===== src/rtl/lpddr_init_pkg.sv =====
package lpddr_init_pkg;

  typedef enum logic [2:0] {
    CMD_DESEL, CMD_NOP, CMD_PREA, CMD_REF, CMD_MRS, CMD_EMRS
  } cmdKind_e;

  typedef enum logic [2:0] {
    GAP_NONE, GAP_STABLE, GAP_SETUP, GAP_RP, GAP_RFC, GAP_MRD
  } gapSel_e;

  // control -> datapath strobes
  typedef struct packed {
    logic     load;   // reload the wait counter this cycle
    gapSel_e  gap;    // which gap value to load
    cmdKind_e cmd;    // command to drive next cycle
    logic     ckeOn;  // clock enable level
    logic     ready;  // sequence complete
  } seqStrobe_t;

endpackage


===== src/rtl/lpddr_init_ctrl.sv =====
module lpddr_init_ctrl
  import lpddr_init_pkg::*;
#(
  parameter bit CKE_LATE  = 1'b0,
  parameter bit EMR_FIRST = 1'b0
) (
  input  logic       clk,
  input  logic       rstN,
  input  logic       powerGood,
  input  logic       cntZero,
  output seqStrobe_t strb
);

  typedef enum logic [3:0] {
    S_IDLE, S_STABLE, S_SETUP, S_PRE, S_WPRE, S_REF1, S_WREF1,
    S_REF2, S_WREF2, S_MRA, S_WMRA, S_MRB, S_WMRB, S_DONE
  } state_e;

  state_e state, nextState;

  localparam cmdKind_e FIRST_MR  = EMR_FIRST ? CMD_EMRS : CMD_MRS;
  localparam cmdKind_e SECOND_MR = EMR_FIRST ? CMD_MRS  : CMD_EMRS;

  always_comb begin
    nextState = state;
    unique case (state)
      S_IDLE:   nextState = S_STABLE;
      S_STABLE: if (cntZero) nextState = CKE_LATE ? S_SETUP : S_PRE;
      S_SETUP:  if (cntZero) nextState = S_PRE;
      S_PRE:    nextState = S_WPRE;
      S_WPRE:   if (cntZero) nextState = S_REF1;
      S_REF1:   nextState = S_WREF1;
      S_WREF1:  if (cntZero) nextState = S_REF2;
      S_REF2:   nextState = S_WREF2;
      S_WREF2:  if (cntZero) nextState = S_MRA;
      S_MRA:    nextState = S_WMRA;
      S_WMRA:   if (cntZero) nextState = S_MRB;
      S_MRB:    nextState = S_WMRB;
      S_WMRB:   if (cntZero) nextState = S_DONE;
      S_DONE:   nextState = S_DONE;
      default:  nextState = S_IDLE;
    endcase
    if (!powerGood) nextState = S_IDLE;
  end

  always_ff @(posedge clk or negedge rstN) begin
    if (!rstN) state <= S_IDLE;
    else       state <= nextState;
  end

  always_comb begin
    strb.load = (nextState != state);
    unique case (nextState)
      S_STABLE:        strb.gap = GAP_STABLE;
      S_SETUP:         strb.gap = GAP_SETUP;
      S_WPRE:          strb.gap = GAP_RP;
      S_WREF1, S_WREF2: strb.gap = GAP_RFC;
      S_WMRA, S_WMRB:  strb.gap = GAP_MRD;
      default:         strb.gap = GAP_NONE;
    endcase
    unique case (state)
      S_IDLE:        strb.cmd = CMD_DESEL;
      S_PRE:         strb.cmd = CMD_PREA;
      S_REF1, S_REF2: strb.cmd = CMD_REF;
      S_MRA:         strb.cmd = FIRST_MR;
      S_MRB:         strb.cmd = SECOND_MR;
      default:       strb.cmd = CMD_NOP;
    endcase
    strb.ckeOn = (state != S_IDLE) && !(CKE_LATE && state == S_STABLE);
    strb.ready = (state == S_DONE);
  end


  pg_restart_chk: assert property (@(posedge clk) disable iff (!rstN)
    !powerGood |=> state == S_IDLE);


  wait_hold_chk: assert property (@(posedge clk) disable iff (!rstN)
    (state inside {S_WPRE, S_WREF1, S_WREF2, S_WMRA, S_WMRB}) && !cntZero && powerGood
    |=> state == $past(state));


  done_hold_chk: assert property (@(posedge clk) disable iff (!rstN)
    (state == S_DONE) && powerGood |=> state == S_DONE);

endmodule


===== src/rtl/lpddr_init_dp.sv =====
module lpddr_init_dp
  import lpddr_init_pkg::*;
#(
  parameter int ADDR_W     = 13,
  parameter int BA_W       = 2,
  parameter int STABLE_CYC = 50000,
  parameter int T_IS       = 2,
  parameter int T_RP       = 4,
  parameter int T_RFC      = 20,
  parameter int T_MRD      = 2
) (
  input  logic              clk,
  input  logic              rstN,
  input  seqStrobe_t        strb,
  input  logic [ADDR_W-1:0] modeReg,
  input  logic [ADDR_W-1:0] extModeReg,
  output logic              cntZero,
  output logic [3:0]        cmdPins,
  output logic [BA_W-1:0]   ba,
  output logic [ADDR_W-1:0] addr,
  output logic              cke,
  output logic              initDone
);

  localparam int MAX_A   = (STABLE_CYC > T_RFC) ? STABLE_CYC : T_RFC;
  localparam int MAX_B   = (T_IS > T_RP) ? T_IS : T_RP;
  localparam int MAX_GAP = (MAX_A > MAX_B) ? MAX_A : MAX_B;
  localparam int CNT_W   = $clog2(MAX_GAP + 1);
  localparam int ALLBANK_BIT = 10;

  logic [CNT_W-1:0] cnt, loadVal;

  always_comb begin
    unique case (strb.gap)
      GAP_STABLE: loadVal = CNT_W'(STABLE_CYC - 1);
      GAP_SETUP:  loadVal = CNT_W'(T_IS - 1);
      GAP_RP:     loadVal = CNT_W'(T_RP - 2);
      GAP_RFC:    loadVal = CNT_W'(T_RFC - 2);
      GAP_MRD:    loadVal = CNT_W'(T_MRD - 2);
      default:    loadVal = '0;
    endcase
  end

  always_ff @(posedge clk or negedge rstN) begin
    if (!rstN)               cnt <= '0;
    else if (strb.load)      cnt <= loadVal;
    else if (cnt != '0)      cnt <= cnt - 1'b1;
  end

  assign cntZero = (cnt == '0);

  always_ff @(posedge clk or negedge rstN) begin
    if (!rstN) begin
      cmdPins  <= 4'b1111;
      ba       <= '0;
      addr     <= '0;
      cke      <= 1'b0;
      initDone <= 1'b0;
    end else begin
      ba   <= '0;
      addr <= '0;
      unique case (strb.cmd)
        CMD_DESEL: cmdPins <= 4'b1111;
        CMD_PREA: begin
          cmdPins            <= 4'b0010;
          addr[ALLBANK_BIT]  <= 1'b1;
        end
        CMD_REF:  cmdPins <= 4'b0001;
        CMD_MRS: begin
          cmdPins <= 4'b0000;
          addr    <= modeReg;
        end
        CMD_EMRS: begin
          cmdPins <= 4'b0000;
          ba      <= BA_W'(2);
          addr    <= extModeReg;
        end
        default:  cmdPins <= 4'b0111;
      endcase
      cke      <= strb.ckeOn;
      initDone <= strb.ready;
    end
  end

  logic cmdActive;
  assign cmdActive = !cmdPins[3] && (cmdPins[2:0] != 3'b111);


  cke_for_cmd_chk: assert property (@(posedge clk) disable iff (!rstN)
    cmdActive |-> cke);


  single_cycle_cmd_chk: assert property (@(posedge clk) disable iff (!rstN)
    cmdActive |=> cmdPins[2:0] == 3'b111);


  done_quiet_chk: assert property (@(posedge clk) disable iff (!rstN)
    initDone |-> cke && !cmdActive);


  cnt_floor_chk: assert property (@(posedge clk) disable iff (!rstN)
    cntZero && !strb.load |=> cntZero);

endmodule


===== src/rtl/lpddr_init_seq.sv =====
module lpddr_init_seq
  import lpddr_init_pkg::*;
#(
  parameter int ADDR_W     = 13,
  parameter int BA_W       = 2,
  parameter int STABLE_CYC = 50000,
  parameter int T_IS       = 2,
  parameter int T_RP       = 4,
  parameter int T_RFC      = 20,
  parameter int T_MRD      = 2,
  parameter bit CKE_LATE   = 1'b0,
  parameter bit EMR_FIRST  = 1'b0
) (
  input  logic              clk,
  input  logic              rstN,
  input  logic              powerGood,
  input  logic [ADDR_W-1:0] modeReg,
  input  logic [ADDR_W-1:0] extModeReg,
  output logic              cmdCsN,
  output logic              cmdRasN,
  output logic              cmdCasN,
  output logic              cmdWeN,
  output logic [BA_W-1:0]   ba,
  output logic [ADDR_W-1:0] addr,
  output logic              cke,
  output logic              initDone
);

  seqStrobe_t strb;
  logic       cntZero;
  logic [3:0] cmdPins;

  lpddr_init_ctrl #(
    .CKE_LATE (CKE_LATE),
    .EMR_FIRST(EMR_FIRST)
  ) uCtrl (
    .clk      (clk),
    .rstN     (rstN),
    .powerGood(powerGood),
    .cntZero  (cntZero),
    .strb     (strb)
  );

  lpddr_init_dp #(
    .ADDR_W    (ADDR_W),
    .BA_W      (BA_W),
    .STABLE_CYC(STABLE_CYC),
    .T_IS      (T_IS),
    .T_RP      (T_RP),
    .T_RFC     (T_RFC),
    .T_MRD     (T_MRD)
  ) uDp (
    .clk       (clk),
    .rstN      (rstN),
    .strb      (strb),
    .modeReg   (modeReg),
    .extModeReg(extModeReg),
    .cntZero   (cntZero),
    .cmdPins   (cmdPins),
    .ba        (ba),
    .addr      (addr),
    .cke       (cke),
    .initDone  (initDone)
  );

  assign {cmdCsN, cmdRasN, cmdCasN, cmdWeN} = cmdPins;

endmodule


===== config.mk =====
export PLATFORM = sky130hd
export DESIGN_NAME = lpddr_init_seq
export DESIGN_NICKNAME = d
export VERILOG_FILES = /design/src/rtl/lpddr_init_pkg.sv /design/src/rtl/lpddr_init_ctrl.sv /design/src/rtl/lpddr_init_dp.sv /design/src/rtl/lpddr_init_seq.sv
export SDC_FILE = /design/constraint.sdc
export NUM_CORES = 1
export LEC_CHECK = 0
export ABC_AREA = 0
export CAP_MARGIN = 20
export CORE_MARGIN = 5
export CORE_UTILIZATION = 49
export CTS_CLUSTER_SIZE = 12
export DETAILED_ROUTE_END_ITERATION = 8
export DONT_BUFFER_PORTS = 1
export GPL_ROUTABILITY_DRIVEN = 1
export PLACE_DENSITY = 0.64
export RECOVER_POWER = 25
export SYNTH_ARGS = -nofsm -noshare
export SYNTH_HDL_FRONTEND = slang
export SYNTH_SLANG_ARGS = --single-unit

===== constraint.sdc =====
create_clock -name clk -period 2.4 [get_ports clk]
set_input_delay 0.12 -clock clk [delete_from_list [all_inputs] [get_ports clk]]
set_output_delay 0.12 -clock clk [all_outputs]
set_load 0.03 [all_outputs]

# Word-level counts from Yosys, hierarchy flattened
# Cells that the tools add are included.
[totals]
regBits = 41
in_bits = 29
out_inout_bits = 21
word_cells = 66
[classes]
add_sub_neg = 1
n_eq_ne = 29
n_mux = 18
n_reduce_logical = 11
[ops]
columns = ["op", "count"]
rows = [
  ["16-bit one-hot mux with 4 select lines", 1],
  ["4-bit one-hot mux with 13 select lines", 1],
  ["4-bit equality test (second input constant)", 9],
  ["16-bit 2-to-1 mux", 2],
  ["3-bit one-hot mux with 5 select lines", 2],
  ["4-bit 2-to-1 mux", 7],
  ["4-bit by 3-bit equality test with 1-bit output (second input constant)", 6],
  ["10-bit one-hot mux with 2 select lines", 1],
  ["16-bit logical NOT", 1],
  ["4-bit one-hot mux with 4 select lines", 1],
  ["16-bit nonzero test", 1],
  ["16-bit by 1-bit subtractor with 16-bit output (second input constant)", 1],
  ["3-bit by 2-bit equality test with 1-bit output (second input constant)", 4],
  ["4-bit by 2-bit equality test with 1-bit output (second input constant)", 3],
  ["2-bit OR reduction", 5],
  ["3-bit equality test (second input constant)", 3],
  ["4-bit by 1-bit equality test with 1-bit output (second input constant)", 2],
  ["4-bit logical NOT", 1],
  ["4-bit != test", 1],
  ["2-bit one-hot mux with 2 select lines", 1],
  ["4-bit nonzero test", 1],
  ["3-bit by 1-bit equality test with 1-bit output (second input constant)", 1],
  ["3-bit logical NOT", 1],
  ["1-bit one-hot mux with 3 select lines", 1],
  ["2 further kinds", 2],
]

# Logic depth before layout (Yosys ltp)
# Gate-level depths: netlist of run 1.
[depth]
ltp_word = 10
ltp_mapped = 8
mapped_depth_nobuf = 7

# By module
# From an unflattened synthesis of run 1, not the netlist that was laid out.
[hier_totals]
hier_cells = 218
hier_area_um2 = 2173.3
[modules_own_cells]
columns = ["module", "instances", "cells_each", "area_per_inst_um2", "seq_area_each_um2"]
rows = [
  ["lpddr_init_dp", 1, 159, 1727.9, 905.9],
  ["lpddr_init_ctrl", 1, 59, 445.4, 100.1],
]

# Worst setup path before layout of run 1
# OpenSTA, ideal clock, no wires.
[synth_timing]
path_type = "reg2reg"
startpoint = "reg uCtrl.state[3]"
endpoint = "reg uDp.cnt[2]"
setup_time_ns = 0.133
arrival_ns = 1.702
required_time_ns = 2.267
slack_ns = 0.564
path_stages_with_launch = 8
path_buffers = 2
synth_period_minus_slack_ns = 1.836
cell_sequence = "dfrtp_1 -> or2_1 -> buf_2 -> or3_1 -> a41o_1 -> and2_1 -> buf_6 -> a2bb2oi_1"
[synth_via]
elab_chain_cells = 10
word_cells_on_any_way = 41
classes_between = "eq/ne: 25; mux: 11; reduce/logical: 5"
[synth_rtl]
columns = ["element", "line", "rtl"]
rows = [
  ["start, declared", "lpddr_init_ctrl.sv:19", "state_e state, nextState;"],
  ["start signal, assigned", "lpddr_init_ctrl.sv:48", "else state <= nextState;"],
  ["4-bit by 1-bit equality test with 1-bit output or 4-bit by 2-bit equality test with 1-bit output (tied branches)", "lpddr_init_ctrl.sv:26", "unique case (state)"],
  ["2-bit OR reduction (no line)", "-", ""],
  ["4-bit one-hot mux with 13 select lines", "lpddr_init_ctrl.sv:26", ""],
  ["4-bit 2-to-1 mux", "lpddr_init_ctrl.sv:43", "if (!powerGood) nextState = S_IDLE;"],
  ["4-bit equality test or 4-bit by 3-bit equality test with 1-bit output (tied branches)", "lpddr_init_ctrl.sv:53", "unique case (nextState)"],
  ["2-bit OR reduction", "lpddr_init_ctrl.sv:53", ""],
  ["3-bit one-hot mux with 5 select lines", "lpddr_init_ctrl.sv:53", ""],
  ["3-bit equality test (tied with other cells)", "lpddr_init_dp.sv:34", "unique case (strb.gap)"],
  ["16-bit one-hot mux with 4 select lines", "lpddr_init_dp.sv:34", ""],
  ["16-bit 2-to-1 mux", "lpddr_init_dp.sv:46", "else if (strb.load) cnt <= loadVal;"],
  ["end signal, assigned", "lpddr_init_dp.sv:46", ""],
  ["end signal, assigned", "lpddr_init_dp.sv:47", "else if (cnt != '0) cnt <= cnt - 1'b1;"],
  ["end, declared", "lpddr_init_dp.sv:31", "logic [CNT_W-1:0] cnt, loadVal;"],
]
# Parallel ways exist; a longest one is shown, timed or not.
# A chain may end at the register's enable or synchronous reset.

# Final worst setup path of run 1
[layout_timing]
startpoint = "reg uDp.cnt[0]"
endpoint = "reg uDp.cnt[4]"
[layout_via]
elab_chain_cells = 10
word_cells_on_any_way = 30
classes_between = "add/sub: 1; eq/ne: 12; mux: 12; reduce/logical: 5"
[layout_rtl]
columns = ["element", "line", "rtl"]
rows = [
  ["16-bit logical NOT", "lpddr_init_dp.sv:50", "assign cntZero = (cnt == '0);"],
  ["4-bit 2-to-1 mux (tied with other cells)", "lpddr_init_ctrl.sv:39", "S_WMRB: if (cntZero) nextState = S_DONE;"],
  ["4-bit one-hot mux with 13 select lines", "lpddr_init_ctrl.sv:26", ""],
  ["4-bit 2-to-1 mux", "lpddr_init_ctrl.sv:43", ""],
  ["4-bit equality test or 4-bit by 3-bit equality test with 1-bit output (tied branches)", "lpddr_init_ctrl.sv:53", ""],
  ["2-bit OR reduction", "lpddr_init_ctrl.sv:53", ""],
  ["3-bit one-hot mux with 5 select lines", "lpddr_init_ctrl.sv:53", ""],
  ["3-bit equality test (tied with other cells)", "lpddr_init_dp.sv:34", ""],
  ["16-bit one-hot mux with 4 select lines", "lpddr_init_dp.sv:34", ""],
  ["16-bit 2-to-1 mux", "lpddr_init_dp.sv:46", ""],
]
# Parallel ways exist; a longest one is shown, timed or not. The select of a mux whose other input is x is not followed.

==> out/results.tsv, run 1 <==
metric	value	unit
power.leakage	0.00104	uW
cts.sinks	40	
synth-warning-count	0	
clk_pin_slew_worst_paths	0.08	ns
power.switching	499	uW
vias	1578	
cts_tree	done	
grt_max_degree	41	
synth_top_cell_by_area	dfrtp_1	
min_from	powerGood	
post_cts_buffers	0	
core_area	0.00394	mm2
hold_class	input port to flip-flop	
io_pins	50	
drive_gt1_share	11.8	%
die_y	73.4	um
grt_use_total	18.3	%
cts_buffers	5	
grt_pass1_wl	7400	um
final_nets	251	
path_class	flip-flop to flip-flop	
hold_viol_final	0	
status	finished, final reports clean	
fin_cells	271	
crit_arrival	2.32	ns
ys_ff_latch	40	
p_int	1180	uW
final-seq-area	0.00101	mm2
timing.fmax	462	MHz
fin_crit_sh	90.2	%
syn_area_per_cell	10.4	um2
cts_buffer_depth	2	
combPwrFrac	18.1	%
numPortBuffers	0	
crit_fanout	8	
fin_tns_setup	0	ns
area_delta_synth_final	22.7	%
max_slew_margin	34.6	%
synth-seq-area-share	51.1	%
setup_viol	0	
clk_latency	0.29	ns
gr-total-overflow	0	
fin_skew	0.00650	ns
syn_nets	220	
regToRegStartpoint	uDp.cnt[0]	
wire_per_inst	16.9	um
synth_edf_count	0	
startpoint_type	flip-flop	
end_kind	flip-flop	
yosysUniqueCellTypes	45	
p_clk_share	32.2	%
fp.dieW	73.4	um
drc	0	
synthCells	189	
p_sw_share	29.7	%
place_ws	0.277	ns
dp_hpwl	3030	um
tightest_slew	0.981	ns
gp_congestion	0.904	
synth_area_leaders	dfrtp_1 46%, dfstp_2 5.3%, a22o_1 5.3%, a21oi_1 3.3%, a22oi_1 3.1%	
antenna_cells	0	
synthDominantCellAreaShare	45.8	%
crit_required	2.55	ns
synth_flop_cell	dfrtp_1	
ctsHtreeMaxLevel	2	
async_reset_ff_share	100	%
firstDrtPassIters	4	
slew_viol_final	0	
drtAntennaViolNets	0	
wl	4570	um
start_util	49.9	%
root_buffer	clkbuf_8	
drt_iter0_drc	135	
maxCapViolations	0	
placed_cells	235	
grt_pass1_vias	1559	
vias_per_cell	5.82	
rsz0062_at_grt	false	
syn-cell-area	0.00197	mm2
seqPwrFrac	49.7	%
worstSetupStartpoint	uDp.cnt[0]	
row_count	23	
p_per_area	696	mW/mm2
antenna_found_initial	0	
die_area	0.00538	mm2
fill_cells	318	
multi_input_area	880	um2
worst_slack	0.235	ns
cts_resized	0	
layout_min_cycle_time	2.16	ns
ir_drop	0.000368	V
sequential cells by signal, summed over array words and instances (netlist names):
register,flops
uDp.cnt,16
uDp.addr,13
uDp.cke,1
uDp.initDone,1
uDp.cmdPins,4
uCtrl.state,4
uDp.ba,1
worst max-delay path, cell delays in order (launching register included):
cell,delay (ns)
dfrtp_1,0.40
inv_1,0.12
ha_1,0.19
nor3b_1,0.24
and4_1,0.39
a41o_1,0.21
and2_1,0.34
o32ai_1,0.15
synthesized netlist by cell type, types with 2 or more instances:
| cell | n |
|---|---|
| nor4_2 | 2 |
| o21bai_1 | 2 |
| ha_1 | 2 |
| a22oi_1 | 8 |
| nand3_1 | 8 |
| a21oi_1 | 13 |
| nor2b_1 | 4 |
| dfstp_2 | 4 |
| a211oi_1 | 2 |
| clkbuf_1 | 5 |
| nand2_1 | 11 |
| a22o_1 | 12 |
| nor2_1 | 16 |
| o21ai_0 | 4 |
| buf_1 | 2 |
| buf_4 | 2 |
| nand4_1 | 4 |
| nand4b_1 | 3 |
| nor4_1 | 4 |
| o211ai_1 | 2 |
| nor3_1 | 4 |
| dfrtp_1 | 36 |
| buf_2 | 2 |
| inv_1 | 5 |
| xnor2_1 | 6 |
| xor2_1 | 6 |
| or3_1 | 2 |
worst paths after layout:
check                          endpoint  slack [ns]  cells past startpoint
min reg2reg                 uDp.cnt[13]        0.61                      2
min in group asynchronous  uDp.initDone        0.53                      2
max                          uDp.cnt[4]        0.24                      7
min                          uDp.cnt[1]        0.05                      2
max reg2reg                  uDp.cnt[4]        0.24                      7
max in group asynchronous   uDp.addr[9]        1.26                      2
cell usage in the layout, fill, tap and decap left out, drive strengths merged, types with 5 or more instances in the layout:
cell         synthesis  layout
buf                  7       8
clkbuf               5       6
o21ai                6       6
nand2               11      11
nand3                8       8
nor2                16      16
dlygate4sd3          0      27
dfrtp               36      36
a22o                12      12
a22oi                9       9
xor2                 6       6
nor4                 7       7
a21oi               13      13
inv                  5       5
xnor2                6       6
layer usage:
layer  share of wire (%)  vias up  track usage (%)
met5                   0        -                0
met4                 1.5        0             5.84
met3                 8.6        9             8.34
met2                  45       57             28.1
met1                  45      764             23.1
li1                    -      748                -
power groups by stage:
stage / Sequential [uW] / Clock, uW / Combinational [uW]
after CTS: 832 / 556 / 307
final: 834 / 541 / 305
after global routing: 842 / 586 / 339
after detailed placement: 845 / 0 / 268
after global placement: 840 / 0 / 264
after floorplan: 821 / 0 / 230
cell families (layout without fill, tap and decap cells):
group	after synthesis	count (layout)	synth area share, %
fa+ha+maj	2	2	1.27
xor+xnor	12	12	5.34
other cells	1	1	0.191
flops	40	40	51.1
simple gates	67	67	19.3
buf+inv	17	49	4.13
compound gates	50	50	18.6
layout make-up:
class                   instances  area share (%)
clock buffers                   5            2.85
clock inverters                 3            1.76
inverters                       5           0.778
multi-input cells             132            36.4
flip-flops and latches         40            41.7
well taps                      50            2.59
repair buffers                 36            13.9
metrics by stage:
stage | util (%) | total power, uW | instance area [um2] | hold slack (ns)
2_1_floorplan | - | 1050 | 1970 | -0.176
3_3_place_gp | 51.4 | 1100 | 2030 | -0.174
3_5_place_dp | 51.4 | 1110 | 2030 | -0.174
4_1_cts | 61.6 | 1690 | 2430 | 0.0365
5_1_grt | 61.2 | 1770 | 2410 | 0.0434
6_report | 61.2 | 1680 | 2410 | 0.0457
repair_timing:
| item | in CTS | in global routing |
|---|---|---|
| hold endpoints to repair | 54 | 0 |
| hold buffers | 28 | 0 |
| setup endpoints to repair | 0 | 0 |
(Power assumes the default switching activity.)
==> run 2: changes to the inputs <==
CORE_ASPECT_RATIO = 1.75   (was unset)
==> out/results.tsv, run 2 (synthesis gave the netlist of run 1 again) <==
metric	value	unit	change
status	finished, violations left		was finished, final reports clean
violations	capacitance limit, slew limit		
maxCapViolations	1		was 0
layout_min_cycle_time	2.18	ns	was 2.16 ns
slew_viol_final	41		was 0
row_count	30		was 23
drc	0		unchanged
dp_hpwl	3040	um	was 3030 um
timing.fmax	459	MHz	was 462 MHz
ir_drop	0.000480	V	was 0.000368 V
wl	4660	um	was 4570 um
die_area	0.00543	mm2	was 0.00538 mm2
place_ws	0.276	ns	was 0.277 ns
numPortBuffers	0		unchanged
fill_cells	285		was 318
gr-total-overflow	0		unchanged
max_slew_margin	-13.4	%	was 34.6%
die_y	93.8	um	was 73.4 um
hold_viol_final	0		unchanged
use_met1	22.2	%	was 23.1%
wire_per_inst	17.4	um	was 16.9 um
startpoint_type	flip-flop		unchanged
antenna_cells	0		unchanged
placed_cells	232		was 235
fin_skew	0.00961	ns	was 0.00650 ns
clk_latency	0.31	ns	was 0.29 ns
grt_max_degree	41		unchanged
cts_buffer_depth	2		unchanged
fin_tns_setup	0	ns	unchanged
drt_iter0_drc	40		was 135
vias	1566		was 1,578
grt_use_total	19.1	%	was 18.3%
vias_per_cell	5.84		was 5.82
final_nets	250		was 251
use_met2	31.5	%	was 28.1%
clk_pin_slew_worst_paths	0.08	ns	about the same
largest_register_ffs	16		unchanged
core_area	0.00387	mm2	was 0.00394 mm2
worst_slack	0.224	ns	was 0.235 ns
grt_pass1_vias	1578		was 1,559
end_kind	flip-flop		unchanged
layout_common_cells	36 x dfrtp_1, 27 x dlygate4sd3_1, 16 x nor2_1		unchanged
r2r_cells	7		unchanged
crit_arrival	2.35	ns	was 2.32 ns
hold_class	input port to flip-flop		unchanged
ctsHtreeMaxLevel	2		unchanged
rsz0062_at_grt	false		unchanged
crit_fanout	8		unchanged
grt_use_met3	6.05	%	was 8.34%
crit_required	2.58	ns	was 2.55 ns
fp.dieW	57.9	um	was 73.4 um
gp_congestion	0.877		was 0.904
regMostFlops	uDp.cnt		unchanged
drtAntennaViolNets	0		unchanged
p_per_area	706	mW/mm2	was 696 mW/mm2
firstDrtPassIters	4		unchanged
layout_commonest_cell	dfrtp_1		unchanged
path_class	flip-flop to flip-flop		unchanged
whs_path_depth	2		unchanged
power.leakage	0.00104	uW	about the same
cts_resized	0		unchanged
grt_pass1_wl	7840	um	was 7400 um
antenna_found_initial	0		unchanged
fin_crit_sh	90.7	%	was 90.2%
fin_cells	268		was 271
cts_tree	done		unchanged
start_util	50.9	%	was 49.9%
reg.largest.list	uDp.cnt x16, uDp.addr x13		unchanged
tightest_slew	1.70	ns	was 0.981 ns
area_delta_synth_final	22.8	%	was 22.7%
r2r_slack	0.22	ns	was 0.24 ns
cts_buffers	5		unchanged
drive_gt1_share	10.9	%	was 11.8%
root_buffer	clkbuf_8		unchanged
cts.sinks	40		unchanged
io_pins	50		unchanged
setup_viol	0		unchanged
grt_busiest_layer	met2		unchanged
run 2: worst max-delay path: stages, from the launching register on:
cell     delay, ns
dfrtp_1       0.40
inv_1         0.12
ha_1          0.18
nor3b_1       0.25
and4_1        0.40
a41o_1        0.23
and2_1        0.33
o32ai_1       0.14
run 2: final timing paths:
path / from / to
setup / recovery: uDp.cnt[0] / uDp.cnt[4]
hold reg to reg: uDp.cnt[13] / uDp.cnt[13]
hold / removal: modeReg[10] / uDp.addr[10]
max in group asynchronous: rstN / uDp.cnt[1]
setup reg to reg: uDp.cnt[0] / uDp.cnt[4]
min in group asynchronous: rstN / uDp.initDone
run 2: where the power goes:
| group | switching [uW] | total (uW) | internal, uW |
|---|---|---|---|
| Sequential | 95.4 | 834 | 738 |
| Clock | 257 | 570 | 313 |
| Combinational | 166 | 301 | 135 |
| Total | 519 | 1700 | 1190 |
run 2: cell type report:
type	instances	area (um2)	area share [%]
flip-flops and latches	40	1010	41.7
repair buffers	35	335	13.9
multi-input cells	132	880	36.4
clock buffers	5	68.8	2.85
inverters	5	18.8	0.777
clock inverters	3	46.3	1.92
well taps	48	60.1	2.49
run 2: metal layers:
layer | vias to the layer above | part of all wire, %
met1 | 753 | 38
met2 | 58 | 52
met3 | 8 | 7.6
li1 | 747 | -
met5 | - | 0
met4 | 0 | 2.0
run 2: stage by stage:
step	hold WS, ns	total power, uW	util [%]	instance area, um2
CTS	0.0204	1720	62.7	2420
global placement	-0.174	1100	52.2	2020
detailed placement	-0.174	1110	52.2	2020
global route	0.0330	1790	62.5	2410
finish	0.0228	1700	62.5	2410
floorplan	-0.176	1050	-	1970
run 2: timing repair:
| action | 4_1_cts | 5_1_grt |
|---|---|---|
| hold endpoints to repair | 54 | 0 |
| setup buffers | 0 | 0 |
| hold buffers | 28 | 0 |
